$ cat src/rtl/ecw_pkg.sv
package ecw_pkg;
  localparam int ADDR_W = 12;
  localparam int DATA_W = 32;
  localparam int ID_W   = 16;

  localparam logic [ADDR_W-1:0] LIST_BASE  = 12'h100;
  localparam logic [ID_W-1:0]   DOE_CAP_ID = 16'h002E;
  localparam logic [ID_W-1:0]   CXL_VID    = 16'h1E98;
  localparam int                NEXT_LSB   = 20;

  typedef enum logic [2:0] {
    ST_IDLE,
    ST_ISSUE,
    ST_WAIT,
    ST_EVAL,
    ST_FIN
  } walk_st_t;

  typedef enum logic {
    PH_DVSEC,
    PH_DOE
  } walk_ph_t;
endpackage

$ cat src/rtl/ecw_hdr_decode.sv
module ecw_hdr_decode
  import ecw_pkg::*;
(
  input  logic [DATA_W-1:0] hdr_dw,
  input  logic [DATA_W-1:0] vend_dw,
  output logic [ADDR_W-1:0] next_off,
  output logic              is_doe,
  output logic              is_cxl
);
  logic [ID_W-1:0] cap_id;
  logic [ID_W-1:0] vend_id;

  always_comb begin
    cap_id   = hdr_dw[ID_W-1:0];
    vend_id  = vend_dw[ID_W-1:0];
    next_off = hdr_dw[NEXT_LSB +: ADDR_W];
    is_doe   = (cap_id == DOE_CAP_ID);
    is_cxl   = (vend_id == CXL_VID);
  end
endmodule

$ cat src/rtl/ecw_hop_guard.sv
module ecw_hop_guard #(
  parameter int MAX_HOPS = 64
) (
  input  logic clk,
  input  logic rst_n,
  input  logic clr,
  input  logic step,
  output logic at_limit
);
  localparam int CNT_W = (MAX_HOPS > 1) ? $clog2(MAX_HOPS) : 1;
  localparam logic [CNT_W-1:0] LAST = CNT_W'(MAX_HOPS - 1);

  logic [CNT_W-1:0] cnt_q, cnt_d;
  logic             cnt_en;

  always_comb begin
    cnt_en = clr | step;
    cnt_d  = clr ? '0 : cnt_q + 1'b1;
  end

  always_ff @(posedge clk or negedge rst_n) begin
    if (!rst_n)      cnt_q <= '0;
    else if (cnt_en) cnt_q <= cnt_d;
  end

  assign at_limit = (cnt_q == LAST);


  hop_bound_chk: assert property (@(posedge clk) disable iff (!rst_n)
    (step && !clr) |-> !at_limit);
endmodule

$ cat src/rtl/ext_cap_walker.sv
module ext_cap_walker
  import ecw_pkg::*;
#(
  parameter int MAX_HOPS   = 64,
  parameter int HDR_DWORDS = 3
) (
  input  logic              clk,
  input  logic              rst_n,
  input  logic              start,
  output logic              rd_req,
  output logic [ADDR_W-1:0] rd_addr,
  input  logic              rd_valid,
  input  logic              rd_err,
  input  logic [DATA_W-1:0] rd_data,
  output logic              busy,
  output logic              done,
  output logic              error,
  output logic              dvsec_found,
  output logic [ADDR_W-1:0] dvsec_off,
  output logic              doe_found,
  output logic [ADDR_W-1:0] doe_off
);
  localparam int IDX_W = (HDR_DWORDS > 1) ? $clog2(HDR_DWORDS) : 1;
  localparam logic [IDX_W-1:0] IDX_LAST = IDX_W'(HDR_DWORDS - 1);

  walk_st_t          st_q, st_d;
  walk_ph_t          ph_q, ph_d;
  logic [ADDR_W-1:0] node_q, node_d;
  logic [IDX_W-1:0]  idx_q, idx_d;
  logic              err_q, err_d;
  logic              dvf_q, dvf_d;
  logic [ADDR_W-1:0] dvo_q, dvo_d;
  logic              dof_q, dof_d;
  logic [ADDR_W-1:0] doo_q, doo_d;
  logic [DATA_W-1:0] hdr_q, vend_q;
  logic              cap_we;
  logic              hop_clr, hop_step, hop_limit;
  logic [ADDR_W-1:0] nxt_off;
  logic              hit_doe, hit_cxl;

  ecw_hdr_decode u_dec (
    .hdr_dw  (hdr_q),
    .vend_dw (vend_q),
    .next_off(nxt_off),
    .is_doe  (hit_doe),
    .is_cxl  (hit_cxl)
  );

  ecw_hop_guard #(.MAX_HOPS(MAX_HOPS)) u_hop (
    .clk     (clk),
    .rst_n   (rst_n),
    .clr     (hop_clr),
    .step    (hop_step),
    .at_limit(hop_limit)
  );

  always_comb begin
    st_d     = st_q;
    ph_d     = ph_q;
    node_d   = node_q;
    idx_d    = idx_q;
    err_d    = err_q;
    dvf_d    = dvf_q;
    dvo_d    = dvo_q;
    dof_d    = dof_q;
    doo_d    = doo_q;
    hop_clr  = 1'b0;
    hop_step = 1'b0;
    cap_we   = 1'b0;
    rd_req   = 1'b0;
    case (st_q)
      ST_IDLE: begin
        if (start) begin
          st_d    = ST_ISSUE;
          ph_d    = PH_DVSEC;
          node_d  = LIST_BASE;
          idx_d   = '0;
          err_d   = 1'b0;
          dvf_d   = 1'b0;
          dvo_d   = '0;
          dof_d   = 1'b0;
          doo_d   = '0;
          hop_clr = 1'b1;
        end
      end
      ST_ISSUE: begin
        rd_req = 1'b1;
        st_d   = ST_WAIT;
      end
      ST_WAIT: begin
        if (rd_err) begin
          err_d = 1'b1;
          st_d  = ST_FIN;
        end else if (rd_valid) begin
          cap_we = 1'b1;
          if (ph_q == PH_DVSEC && idx_q != IDX_LAST) begin
            idx_d = idx_q + 1'b1;
            st_d  = ST_ISSUE;
          end else begin
            st_d = ST_EVAL;
          end
        end
      end
      ST_EVAL: begin
        idx_d = '0;
        if (ph_q == PH_DVSEC && hit_cxl) begin
          dvf_d   = 1'b1;
          dvo_d   = node_q;
          ph_d    = PH_DOE;
          node_d  = LIST_BASE;
          hop_clr = 1'b1;
          st_d    = ST_ISSUE;
        end else if (ph_q == PH_DOE && hit_doe) begin
          dof_d = 1'b1;
          doo_d = node_q;
          st_d  = ST_FIN;
        end else if (nxt_off == '0) begin
          st_d = ST_FIN;
        end else if (hop_limit) begin
          err_d = 1'b1;
          st_d  = ST_FIN;
        end else begin
          node_d   = nxt_off;
          hop_step = 1'b1;
          st_d     = ST_ISSUE;
        end
      end
      ST_FIN: begin
        st_d = ST_IDLE;
      end
      default: st_d = ST_IDLE;
    endcase
  end

  always_ff @(posedge clk or negedge rst_n) begin
    if (!rst_n) begin
      st_q   <= ST_IDLE;
      ph_q   <= PH_DVSEC;
      node_q <= '0;
      idx_q  <= '0;
      err_q  <= 1'b0;
      dvf_q  <= 1'b0;
      dvo_q  <= '0;
      dof_q  <= 1'b0;
      doo_q  <= '0;
    end else begin
      st_q   <= st_d;
      ph_q   <= ph_d;
      node_q <= node_d;
      idx_q  <= idx_d;
      err_q  <= err_d;
      dvf_q  <= dvf_d;
      dvo_q  <= dvo_d;
      dof_q  <= dof_d;
      doo_q  <= doo_d;
    end
  end

  // Header capture: only the first two dwords of a node feed the decoder.
  always_ff @(posedge clk or negedge rst_n) begin
    if (!rst_n) begin
      hdr_q  <= '0;
      vend_q <= '0;
    end else if (cap_we) begin
      if (idx_q == IDX_W'(0)) hdr_q  <= rd_data;
      if (idx_q == IDX_W'(1)) vend_q <= rd_data;
    end
  end

  assign rd_addr     = node_q + {{(ADDR_W-IDX_W-2){1'b0}}, idx_q, 2'b00};
  assign busy        = (st_q != ST_IDLE);
  assign done        = (st_q == ST_FIN);
  assign error       = err_q;
  assign dvsec_found = dvf_q;
  assign dvsec_off   = dvo_q;
  assign doe_found   = dof_q;
  assign doe_off     = doo_q;


  rd_req_pulse_chk: assert property (@(posedge clk) disable iff (!rst_n)
    rd_req |=> !rd_req);


  done_pulse_chk: assert property (@(posedge clk) disable iff (!rst_n)
    done |=> !done);


  err_with_done_chk: assert property (@(posedge clk) disable iff (!rst_n)
    $rose(error) |-> done);


  doe_after_dvsec_chk: assert property (@(posedge clk) disable iff (!rst_n)
    doe_found |-> dvsec_found);


  req_only_busy_chk: assert property (@(posedge clk) disable iff (!rst_n)
    rd_req |-> busy);
endmodule

$ cat config.mk
export PLATFORM = sky130hd
export DESIGN_NAME = ext_cap_walker
export DESIGN_NICKNAME = d
export VERILOG_FILES = /design/src/rtl/ecw_pkg.sv /design/src/rtl/ecw_hdr_decode.sv /design/src/rtl/ecw_hop_guard.sv /design/src/rtl/ext_cap_walker.sv
export SDC_FILE = /design/constraint.sdc
export NUM_CORES = 1
export LEC_CHECK = 0
export ABC_CLOCK_PERIOD_IN_PS = 3100
export BUFFER_PORTS_ARGS = -buffer_cell sky130_fd_sc_hd__buf_2
export CORE_ASPECT_RATIO = 0.7
export CORE_MARGIN = 3
export CORE_UTILIZATION = 57
export DETAILED_ROUTE_END_ITERATION = 10
export PLACE_DENSITY = 0.77
export SYNTH_ARGS = -nofsm -noshare
export SYNTH_HDL_FRONTEND = slang
export SYNTH_HIERARCHICAL = 1
export SYNTH_SLANG_ARGS = --single-unit
$ cat constraint.sdc
create_clock -name clk -period 3.1 [get_ports clk]
set_input_delay 0.155 -clock clk [delete_from_list [all_inputs] [get_ports clk]]
set_output_delay 0.155 -clock clk [all_outputs]
set_load 0.01 [all_outputs]
==> Yosys cells after proc, flatten, opt, wreduce, memory -nomap -nowiden <==
Cells that the tools add are included.
{ "classes": {"n_reduce_logical": 17, "add_sub_neg": 3, "n_mux": 51, "bitwise_logic": 2, "eq_ne": 24} }
{ "ops": {"columns": ["operator", "count"], "rows": [
  ["12-bit two-way mux", 9],
  ["12-bit case mux with 2 select lines", 3],
  ["2-bit inequality test (second input constant)", 12],
  ["3-bit two-way mux", 7],
  ["1-bit two-way mux", 20],
  ["16-bit by 13-bit equality test with 1-bit output (second input constant)", 1],
  ["16-bit by 6-bit equality test with 1-bit output (second input constant)", 1],
  ["12-bit by 4-bit adder with 12-bit output", 1],
  ["12-bit zero test", 1],
  ["3-bit inequality test (second input constant)", 4],
  ["3-bit case mux with 4 select lines", 1],
  ["2-bit two-way mux", 5],
  ["5-bit AND reduction", 2],
  ["7-bit AND reduction", 1],
  ["6-bit by 1-bit adder with 6-bit output (second input constant)", 1],
  ["3-bit by 2-bit equality test with 1-bit output (second input constant)", 2],
  ["6-bit equality test (second input constant)", 1],
  ["6-bit two-way mux", 1],
  ["1-bit case mux with 2 select lines", 3],
  ["2-bit case mux with 3 select lines", 1],
  ["2-bit AND reduction", 3],
  ["3-bit nonzero test", 2],
  ["4-bit AND reduction", 1],
  ["3-bit by 1-bit equality test with 1-bit output (second input constant)", 1],
  ["11 further kinds", 13]
]} }
{ "word_totals": {"regBits": 98, "output_inout_bits": 42, "elab_cells": 108, "in_bits": 37} }

==> Logic depth before layout (Yosys ltp) <==
Gate-level depths: netlist of run 1.
{ "depth": {"ltp_word": 7, "mapped_depth": 11, "depth_no_buf": 9} }

==> Modules after synthesis <==
The synthesis of run 1 kept the hierarchy.
{ "by_module_without_submodules": {"columns": ["mod", "cells_per_inst", "n_inst", "seq_area_each_um2", "area_per_inst_um2"], "rows": [
  ["ext_cap_walker", 350, 1, 2702.6, 4714.5],
  ["ecw_hop_guard", 28, 1, 150.1, 281.5],
  ["ecw_hdr_decode", 22, 1, 0.0, 181.4]
]} }

==> Worst setup path before layout of run 1 <==
OpenSTA, ideal clock, no wires.
{ "synth_path": {"kind": "register to register", "from": "register st_q[2]", "to": "register u_hop.cnt_q[5]", "t_arrival_ns": 2.110, "n_path_buf": 5, "stages_incl_launch_ff": 12, "slack_ns": 0.913, "path_cell_list": "dfrtp_1 -> buf_6 -> and3b_1 -> buf_6 -> and2_4 -> buf_6 -> clkbuf_1 -> and2_1 -> buf_2 -> nand3_1 -> or3_1 -> a21oi_1"} }
{ "synth_between": {"elab_chain_cells": 3} }
{ "synth_rtl": {"columns": ["element", "line_no", "rtl"], "rows": [
  ["from (decl)", "ext_cap_walker.sv:26", "walk_st_t st_q, st_d;"],
  ["from (signal assigned)", "ext_cap_walker.sv:147", "st_q <= st_d;"],
  ["3-bit by 2-bit equality test with 1-bit output", "ext_cap_walker.sv:71", "case (st_q)"],
  ["1-bit two-way mux", "ext_cap_walker.sv:71", null],
  ["via hop_step", "ext_cap_walker.sv:37", "logic hop_clr, hop_step, hop_limit;"],
  ["1-bit bitwise OR", "ecw_hop_guard.sv:17", "cnt_en = clr | step;"],
  ["to (signal assigned)", "ecw_hop_guard.sv:23", "else if (cnt_en) cnt_q <= cnt_d;"],
  ["to (decl)", "ecw_hop_guard.sv:13", "logic [CNT_W-1:0] cnt_q, cnt_d;"]
]} }
The timed path passes the listed nets, and every way through them passes these cells.
A chain may end at the register's enable or synchronous reset.

==> Worst setup path in the final report of run 1 <==
{ "layout_path": {"from": "register st_q[1]", "to": "register u_hop.cnt_q[5]"} }
The elaborated chain is that of the path after synthesis.

==> impl_metrics.json, run 1 <==
{
  "final_layout_size_suffix_gt1_share_pct": 39.81,
  "crit_end": "u_hop/cnt_q[5]$_DFFE_PN0P_",
  "synth_nets": 404,
  "drt-total-wl_um": 8731,
  "clk_path_buf_depth": 2,
  "die_x_um": 111.6,
  "setup-violations-final": 0,
  "outcome": "complete, no violations",
  "grt_pass1_wl_um": 14860,
  "track_usage_pct": 21.38,
  "skew_ns": 0.009677,
  "core_area_um2": 7450,
  "cts_setup_buffers": 0,
  "fp.dieH_um": 79.94,
  "reg2reg_depth": 6,
  "io_buffers": 74,
  "worstPathMaxFanout": 18,
  "cts.sinks": 94,
  "synth_area_um2": 4452,
  "rsz0062_at_grt": "false",
  "cts_max_level": 3,
  "worstPathArrival_ns": 2.81,
  "p_leak_uw": 0.002490,
  "cp-start-kind": "flip-flop",
  "r2r_slack_ns": 0.58,
  "fin_setup_tns_ns": 0,
  "vias": 2835,
  "layout.nets": 466,
  "drtAntennaViolNets": 0,
  "clk_latency_ns": 0.36,
  "max_slew.worst_pin.slew_ns": 0.8508,
  "startpoint": "st_q[1]$_DFFE_PN0P_",
  "relSlewSlack_pct": 43.12,
  "cts_tree": "built",
  "numCtsBuffers": 9,
  "root_buffer": "clkbuf_8",
  "grt_pass1_vias": 2934,
  "hold_violations": 0,
  "initial_utilization_pct": 59.76,
  "preCtsSetupSlack_ns": 0.5847,
  "rows": 26,
  "path_class": "flip-flop to flip-flop",
  "antenna_cells": 0,
  "power_uw": 3713,
  "timing.final.crit_share_pct": 81.27,
  "grt_antenna_before_repair": 0,
  "worst_slack_ns": 0.5805,
  "cts_resized": 0,
  "synth_warnings": 6,
  "drcViolationCount": 0,
  "first_iter_violations": 126,
  "drv_cap": 0,
  "netlist_instances": 360,
  "r2r-start": "st_q[1]$_DFFE_PN0P_",
  "power.density_nw_per_um2": 745.9,
  "fmax_mhz": 396.9,
  "worstPathRequired_ns": 3.39,
  "ios": 79,
  "die_area_um2": 8924,
  "gp_congestion": 0.8230,
  "viasPerCell": 5.400,
  "hp-class": "input port to flip-flop",
  "syn_area_per_cell_um2": 12.37,
  "end_kind": "flip-flop",
  "final_max_slew_viol_count": 0,
  "grt_max_degree": 46,
  "firstDrtPassIters": 4,
  "overflow": 0,
  "rr_endpoint": "u_hop/cnt_q[5]$_DFFE_PN0P_",
  "hold_buffers": 1,
  "vdd_drop_max_mv": 0.3978,
  "area_delta_synth_final_pct": 11.83,
  "fin_crit_ns": 2.519,
  "wl_per_cell_um": 16.63,
  "post-dp-hpwl_um": 6539,
  "path_clk_slew_ns": 0.09
}
-- metrics by stage --
step	hold slack, ns	cell area (um2)	utilization (%)	std cells
3_3_place_gp	0.1825	4795	64.36	508
6_report	0.02670	4979	66.83	525
2_1_floorplan	-0.1406	4452	-	360
5_1_grt	0.002150	4979	66.83	525
3_5_place_dp	0.1895	4795	64.36	508
4_1_cts	0.004968	4979	66.83	525
-- sequential cells by signal (all words and copies together) (netlist names) --
name	flops
doe_off	12
node_q	12
vend_q	16
dvsec_off	12
idx_q	2
u_hop/cnt_q	6
error	1
doe_found	1
dvsec_found	1
st_q	3
hdr_q	28
-- critical path, cell delays in order, from the launching register on --
cell and delay (ns):
dfrtp_1 0.60, and3b_1 0.59, and2_4 0.37, and2_1 0.30, nand3_1 0.12, or3_1 0.32, a21oi_1 0.14
-- routing by layer --
layer	track usage, %	up-vias	wire (um)
li1	-	1357	-
met1	31.43	1381	4303
met2	31.40	87	3836
met3	5.076	10	487
met4	6.804	0	104
met5	0	-	0
-- placed cells by master (no fill, tap or decap), drive strengths merged, types with 4 or more instances in the layout --
| cell | instances |
|---|---|
| nand2 | 19 |
| inv | 22 |
| xnor2 | 8 |
| clkbuf | 10 |
| and2 | 15 |
| ha | 6 |
| mux2i | 13 |
| xor2 | 4 |
| nor3 | 5 |
| nand3 | 7 |
| dfrtp | 94 |
| buf | 81 |
| nor2 | 14 |
| o21ai | 5 |
| nor4b | 6 |
| a21oi | 5 |
| mux2 | 70 |
-- layout make-up --
cell class | instances | area [um2]
clock buffers | 10 | 127.6
clock inverters | 6 | 46.29
fillers | 586 | 2471
inverters | 20 | 75.07
multi-input cells | 215 | 1819
flip-flops and latches | 94 | 2352
well taps | 98 | 122.6
repair buffers | 82 | 435.4
-- worst min path at each step --
stage	start	slack, ns	end	cells past startpoint
6_report	rd_data[30]	0.03	hdr_q[30]$_DFFE_PN0P_	2
2_1_floorplan	rst_n	-0.14	doe_found$_DFFE_PN0P_	0
3_5_place_dp	rst_n	0.19	doe_off[0]$_DFFE_PN0P_	1
4_1_cts	rd_data[22]	0.005	hdr_q[22]$_DFFE_PN0P_	2
5_1_grt	rd_data[20]	0.002	hdr_q[20]$_DFFE_PN0P_	2
3_3_place_gp	rst_n	0.18	u_hop/cnt_q[4]$_DFFE_PN0P_	1
-- power by group --
group,internal [uW],total [uW],switching [uW]
Clock,297,717,420
Sequential,1570,1870,305
Combinational,594,1120,528
Power figures use the tool's default switching activity.
==> run 2, diff against run 1 <==
--- a/config.mk
+++ b/config.mk
@@ -5,13 +5,13 @@
 export SDC_FILE = /design/constraint.sdc
 export NUM_CORES = 1
 export LEC_CHECK = 0
-export ABC_CLOCK_PERIOD_IN_PS = 3100
+export ABC_CLOCK_PERIOD_IN_PS = 2220
 export BUFFER_PORTS_ARGS = -buffer_cell sky130_fd_sc_hd__buf_2
 export CORE_ASPECT_RATIO = 0.7
 export CORE_MARGIN = 3
-export CORE_UTILIZATION = 57
+export CORE_UTILIZATION = 52
 export DETAILED_ROUTE_END_ITERATION = 10
-export PLACE_DENSITY = 0.77
+export PLACE_DENSITY = 0.74
 export SYNTH_ARGS = -nofsm -noshare
 export SYNTH_HDL_FRONTEND = slang
 export SYNTH_HIERARCHICAL = 1
==> constraint.sdc (replaced) <==
create_clock -name clk -period 2.22 [get_ports clk]
set_input_delay 0.111 -clock clk [delete_from_list [all_inputs] [get_ports clk]]
set_output_delay 0.111 -clock clk [all_outputs]
set_load 0.01 [all_outputs]
==> impl_metrics.json, run 2 (synthesized netlist as in run 1, its figures left out) <==
{
  "outcome": "complete, no violations",
  "drt-total-wl_um": 9483,
  "overflow": 0,
  "track_usage_pct": 21.12,
  "end_kind": "flip-flop",
  "drv_cap": 0,
  "relSlewSlack_pct": 62.50,
  "whs_ns": 0.01293,
  "die_x_um": 116.6,
  "root_buffer": "clkbuf_16",
  "rsz0062_at_grt": "true",
  "fin_setup_tns_ns": 0,
  "reg2reg_depth": 7,
  "cts.sinks": 94,
  "final_common_cell": "dfrtp_1",
  "skew_ns": 0.005211,
  "drtAntennaViolNets": 0,
  "grt_pass1_vias": 3138,
  "layout.nets": 480,
  "cts_setup_buffers": 0,
  "gp_congestion": 0.8800,
  "path_class": "flip-flop to flip-flop",
  "min_from": "rd_data[22]",
  "viasPerCell": 5.465,
  "wl_per_cell_um": 17.50,
  "grt_antenna_before_repair": 0,
  "preCtsSetupSlack_ns": -0.1721,
  "hold_depth": 2,
  "first_iter_violations": 208,
  "io_buffers": 74,
  "most-common-layout-cells": "dfrtp_1 (94), buf_2 (73), mux2_2 (70)",
  "vias": 2962,
  "fmax_mhz": 458.8,
  "p_leak_uw": 0.002630,
  "power.density_nw_per_um2": 1106,
  "fillers": 628,
  "grt_max_degree": 56,
  "area_delta_synth_final_pct": 19.56,
  "fin_crit_ns": 2.180,
  "grt_pass1_wl_um": 16080,
  "r2r_slack_ns": 0.04,
  "numCtsBuffers": 9,
  "setup-violations-final": 0,
  "ios": 79,
  "post-dp-hpwl_um": 7058,
  "clk_latency_ns": 0.34,
  "rows": 27,
  "worstPathArrival_ns": 2.44,
  "die_area_um2": 9725,
  "clk_path_buf_depth": 2,
  "firstDrtPassIters": 4,
  "worst_slack_ns": 0.04025,
  "worstPathRequired_ns": 2.48,
  "cp-start-kind": "flip-flop",
  "hp-class": "input port to flip-flop",
  "largest_reg_flops": 28,
  "final_max_slew_viol_count": 0,
  "rr_endpoint": "node_q[3]$_DFFE_PN0P_",
  "max_slew.worst_pin.slew_ns": 0.5574,
  "worstPathMaxFanout": 7,
  "r2r-start": "vend_q[8]$_DFFE_PN0P_",
  "vdd_drop_max_mv": 0.7851,
  "antenna_cells": 0,
  "fin_cells": 542,
  "final_layout_size_suffix_gt1_share_pct": 41.72,
  "worst_hold_path.endpoint": "hdr_q[22]$_DFFE_PN0P_",
  "core_area_um2": 8074,
  "largest-register": "hdr_q",
  "timing.final.crit_share_pct": 98.19,
  "cts_tree": "built",
  "path_clk_slew_ns": 0.07,
  "fp.dieH_um": 83.41,
  "drcViolationCount": 0,
  "placedCellCount": 517,
  "hold_violations": 0,
  "initial_utilization_pct": 55.14,
  "cts_max_level": 3,
  "top_regs": "hdr_q (28), vend_q (16)"
}
run 2: cell count changes in the layout (fill, tap and decap cells not counted), moves of 2 or more:
| cell | change |
|---|---|
| clkbuf_16 | +9 |
| clkbuf_8 | -9 |
| dlygate4sd3_1 | +8 |
| buf_4 | +3 |
| nor4bb_1 | -3 |
| buf_12 | +2 |
| nor4bb_4 | +2 |
run 2: worst max-delay path: stages (launching register included):
cell       delay, ns
dfrtp_1         0.41
nor4bb_4        0.33
and4_1          0.27
nand2b_1        0.10
and2_4          0.18
a2111oi_4       0.39
buf_6           0.21
mux2i_1         0.20
run 2: power by group:
group | internal, uW | leakage (uW) | switching (uW)
logic | 918 | 0.00124 | 814
registers | 2200 | 0.00124 | 404
clock network | 888 | 0.000144 | 665
run 2: worst max-delay path by stage:
| stage | start | end | cells after the start |
|---|---|---|---|
| after floorplan | st_q[2]$_DFFE_PN0P_ | u_hop/cnt_q[5]$_DFFE_PN0P_ | 11 |
| after global placement | vend_q[13]$_DFFE_PN0P_ | node_q[10]$_DFFE_PN0P_ | 7 |
| after detailed placement | vend_q[13]$_DFFE_PN0P_ | node_q[3]$_DFFE_PN0P_ | 7 |
| after CTS | hdr_q[5]$_DFFE_PN0P_ | u_hop/cnt_q[5]$_DFFE_PN0P_ | 8 |
| after global routing | vend_q[8]$_DFFE_PN0P_ | node_q[3]$_DFFE_PN0P_ | 7 |
| final | vend_q[8]$_DFFE_PN0P_ | node_q[3]$_DFFE_PN0P_ | 7 |
run 2: per-layer routing:
layer	share of wire, %	vias to the layer above	track usage (%)
li1	-	1390	-
met1	46	1474	30.88
met2	47	94	31.62
met3	6.4	4	6.118
met4	0.51	0	4.063
met5	0	-	0
run 2: per-stage QoR:
stage	area (um2)	util [%]	total power, uW
global placement	4868	60.30	4182
detailed placement	4868	60.30	4287
global route	5323	65.92	6249
finish	5323	65.92	5884
floorplan	4452	-	3840
CTS	5298	65.61	5919
run 2: layout make-up:
cell class	instances	area [um2]	area share [%]
multi-input combinational	215	1872	35.17
clock buffer	9	225.2	4.231
inverter	20	75.07	1.410
sequential	94	2352	44.19
clock inverter	7	82.58	1.551
timing repair buffer	96	589.3	11.07
tap	101	126.4	2.374
run 2: timing repair:
action | 4_1_cts | 5_1_grt
hold buffers | 8 | 1
setup endpoints to repair | 16 | 17
resized for setup | 7 | 4
hold endpoints to repair | 46 | 1
pin swaps | 2 | 0
==> run 3, diff against run 2 <==
--- a/config.mk
+++ b/config.mk
@@ -8,7 +8,7 @@
 export ABC_CLOCK_PERIOD_IN_PS = 2220
 export BUFFER_PORTS_ARGS = -buffer_cell sky130_fd_sc_hd__buf_2
 export CORE_ASPECT_RATIO = 0.7
-export CORE_MARGIN = 3
+export CORE_MARGIN = 4
 export CORE_UTILIZATION = 52
 export DETAILED_ROUTE_END_ITERATION = 10
 export PLACE_DENSITY = 0.74
==> constraint.sdc (replaced) <==
create_clock -name clk -period 2.22 [get_ports clk]
set_input_delay 0.444 -clock clk [delete_from_list [all_inputs] [get_ports clk]]
set_output_delay 0.444 -clock clk [all_outputs]
set_load 0.01 [all_outputs]
==> impl_metrics.json, run 3 (synthesized netlist as in run 1, its figures left out) <==
{
  "outcome": "finished, violations left",
  "failed_checks": "negative setup slack",
  "antenna_cells": 0,
  "rsz0062_at_grt": "true",
  "vias": 2990,
  "drtAntennaViolNets": 0,
  "clk_latency_ns": 0.34,
  "rows": 27,
  "grt_use_met3_pct": 5.530,
  "clk_path_buf_depth": 2,
  "overflow": 0,
  "setup-violations-final": 2,
  "wl_per_cell_um": 17.96,
  "hold_depth": 2,
  "r2r-start": "vend_q[15]$_DFFE_PN0P_",
  "fin_cells": 546,
  "fin_crit_ns": 2.297,
  "numCtsBuffers": 9,
  "die_x_um": 118.6,
  "fin_setup_tns_ns": -0.1261,
  "grt_pass1_vias": 3016,
  "max_slew.worst_pin.slew_ns": 0.5215,
  "gp_congestion": 0.7604,
  "vdd_drop_max_mv": 0.6442,
  "use_met2_pct": 31.75,
  "initial_utilization_pct": 54.91,
  "place_area_um2": 4876,
  "final_util_pct": 66.30,
  "reg2reg_depth": 8,
  "firstDrtPassIters": 4,
  "first_iter_violations": 149,
  "slowest_delay_ns": 0.41,
  "worstPathMaxFanout": 4,
  "path_clk_slew_ns": 0.06,
  "final_common_cell": "dfrtp_1",
  "cpMaxStageDelayCell": "dfrtp_1",
  "p_int_uw": 4102,
  "worst_hold_path.endpoint": "hdr_q[31]$_DFFE_PN0P_",
  "worstPathRequired_ns": 1.78,
  "p_leak_uw": 0.002687,
  "path_cells": "ha_4, inv_2, fa_2, nor3_4, xor2_1, buf_2",
  "min_from": "rd_data[31]",
  "fp.dieH_um": 85.41,
  "hold_violations": 0,
  "track_usage_pct": 20.06,
  "swShare_pct": 31.59,
  "relSlewSlack_pct": 64.92,
  "fmax_mhz": 435.4,
  "layout.nets": 485,
  "cts.sinks": 94,
  "top_usage_layer": "met2",
  "worstPathArrival_ns": 1.85,
  "top_regs": "hdr_q (28), vend_q (16)",
  "cts_max_level": 3,
  "skew_ns": 0.005647,
  "rr_endpoint": "node_q[11]$_DFFE_PN0P_",
  "power_frac_comb_pct": 31.2,
  "placedCellCount": 518,
  "post-dp-hpwl_um": 6838,
  "drt-total-wl_um": 9805,
  "core_area_um2": 8108,
  "timing.final.crit_share_pct": 103.5,
  "p_sw_uw": 1895,
  "clockPowerShare_pct": 25.3,
  "ios": 79,
  "grt_antenna_before_repair": 0,
  "final_layout_size_suffix_gt1_share_pct": 45.39,
  "viasPerCell": 5.476,
  "die_area_um2": 10130,
  "largest-register": "hdr_q",
  "cts_tree": "built",
  "drv_cap": 0,
  "most-common-layout-cells": "dfrtp_1 (94), buf_2 (73), mux2_2 (69)",
  "r2r_slack_ns": -0.05,
  "io_buffers": 74,
  "final_max_slew_viol_count": 0,
  "drcViolationCount": 0,
  "design_area_um2": 5375,
  "end_kind": "output pin",
  "largest_reg_flops": 28,
  "use_met1_pct": 27.75,
  "p_seq_share_pct": 43.5,
  "path_class": "flip-flop to output pin",
  "area_delta_synth_final_pct": 20.74,
  "hp-class": "input port to flip-flop",
  "root_buffer": "clkbuf_16",
  "worst_slack_ns": -0.07665,
  "grt_max_degree": 72,
  "cp-start-kind": "flip-flop",
  "grt_pass1_wl_um": 15930,
  "power.density_nw_per_um2": 1116,
  "fillers": 602
}
## run 3: cell type report
cell class | instances | area [um2] | share of cell area (%)
Clock buffer | 11 | 242.7 | 4.516
Clock inverter | 4 | 47.55 | 0.8845
Inverter | 20 | 75.07 | 1.397
Multi-Input combinational cell | 215 | 1917 | 35.66
Sequential cell | 94 | 2352 | 43.76
Tap cell | 101 | 126.4 | 2.351
Timing Repair Buffer | 101 | 614.3 | 11.43
## run 3: repair_timing
action                     4_1_cts  5_1_grt
buffers inserted                 3        9
resized for setup               13       11
setup endpoints to repair       21       37
hold endpoints to repair         9        0
hold buffers                     1        0
pin swaps                        4        7
gates cloned                     1        0
## run 3: stage by stage
stage | power (uW) | setup WS (ns) | hold WS, ns
final | 5997 | -0.07665 | 0.3369
after global routing | 6318 | -0.1432 | 0.3332
after CTS | 5889 | -0.1349 | 0.3258
after detailed placement | 4286 | -0.1419 | 0.3594
after global placement | 4190 | -0.07960 | 0.3605
after floorplan | 3840 | 0.03277 | 0.1484
## run 3: metal layers
metal | vias to the layer above | routed length (um) | share of wire (%)
met5 | - | 0 | 0
met4 | 0 | 123 | 1.3
met3 | 13 | 517 | 5.3
met2 | 84 | 4588 | 47
met1 | 1494 | 4575 | 47
li1 | 1399 | - | -
## run 3: power by group through the flow
stage	clock network, uW	logic (uW)	registers, uW
finish	1520	1870	2610
global route	1610	2040	2670
CTS	1540	1780	2570
floorplan	0	1410	2430
global placement	0	1620	2570
detailed placement	0	1690	2590
## run 3: worst max-delay path: cells and delay by family, from the launching register on
kind	cells	cell delay, ns
adder cells (fa/ha/maj)	2	0.55
XOR/XNOR	1	0.20
flip-flops	1	0.41
AND/OR/NAND/NOR	1	0.15
buffers and inverters	2	0.19
## run 3: how the worst max path moves through the flow
stage                                 from                    endpoint  depth (start not counted)
floorplan              st_q[2]$_DFFE_PN0P_  u_hop/cnt_q[5]$_DFFE_PN0P_                         11
global placement    vend_q[13]$_DFFE_PN0P_      node_q[10]$_DFFE_PN0P_                          7
detailed placement   vend_q[1]$_DFFE_PN0P_       node_q[5]$_DFFE_PN0P_                          7
CTS                  node_q[2]$_DFFE_PN0P_                  rd_addr[8]                          6
global route          idx_q[0]$_DFFE_PN0P_                  rd_addr[8]                          6
finish                idx_q[0]$_DFFE_PN0P_                  rd_addr[8]                          6
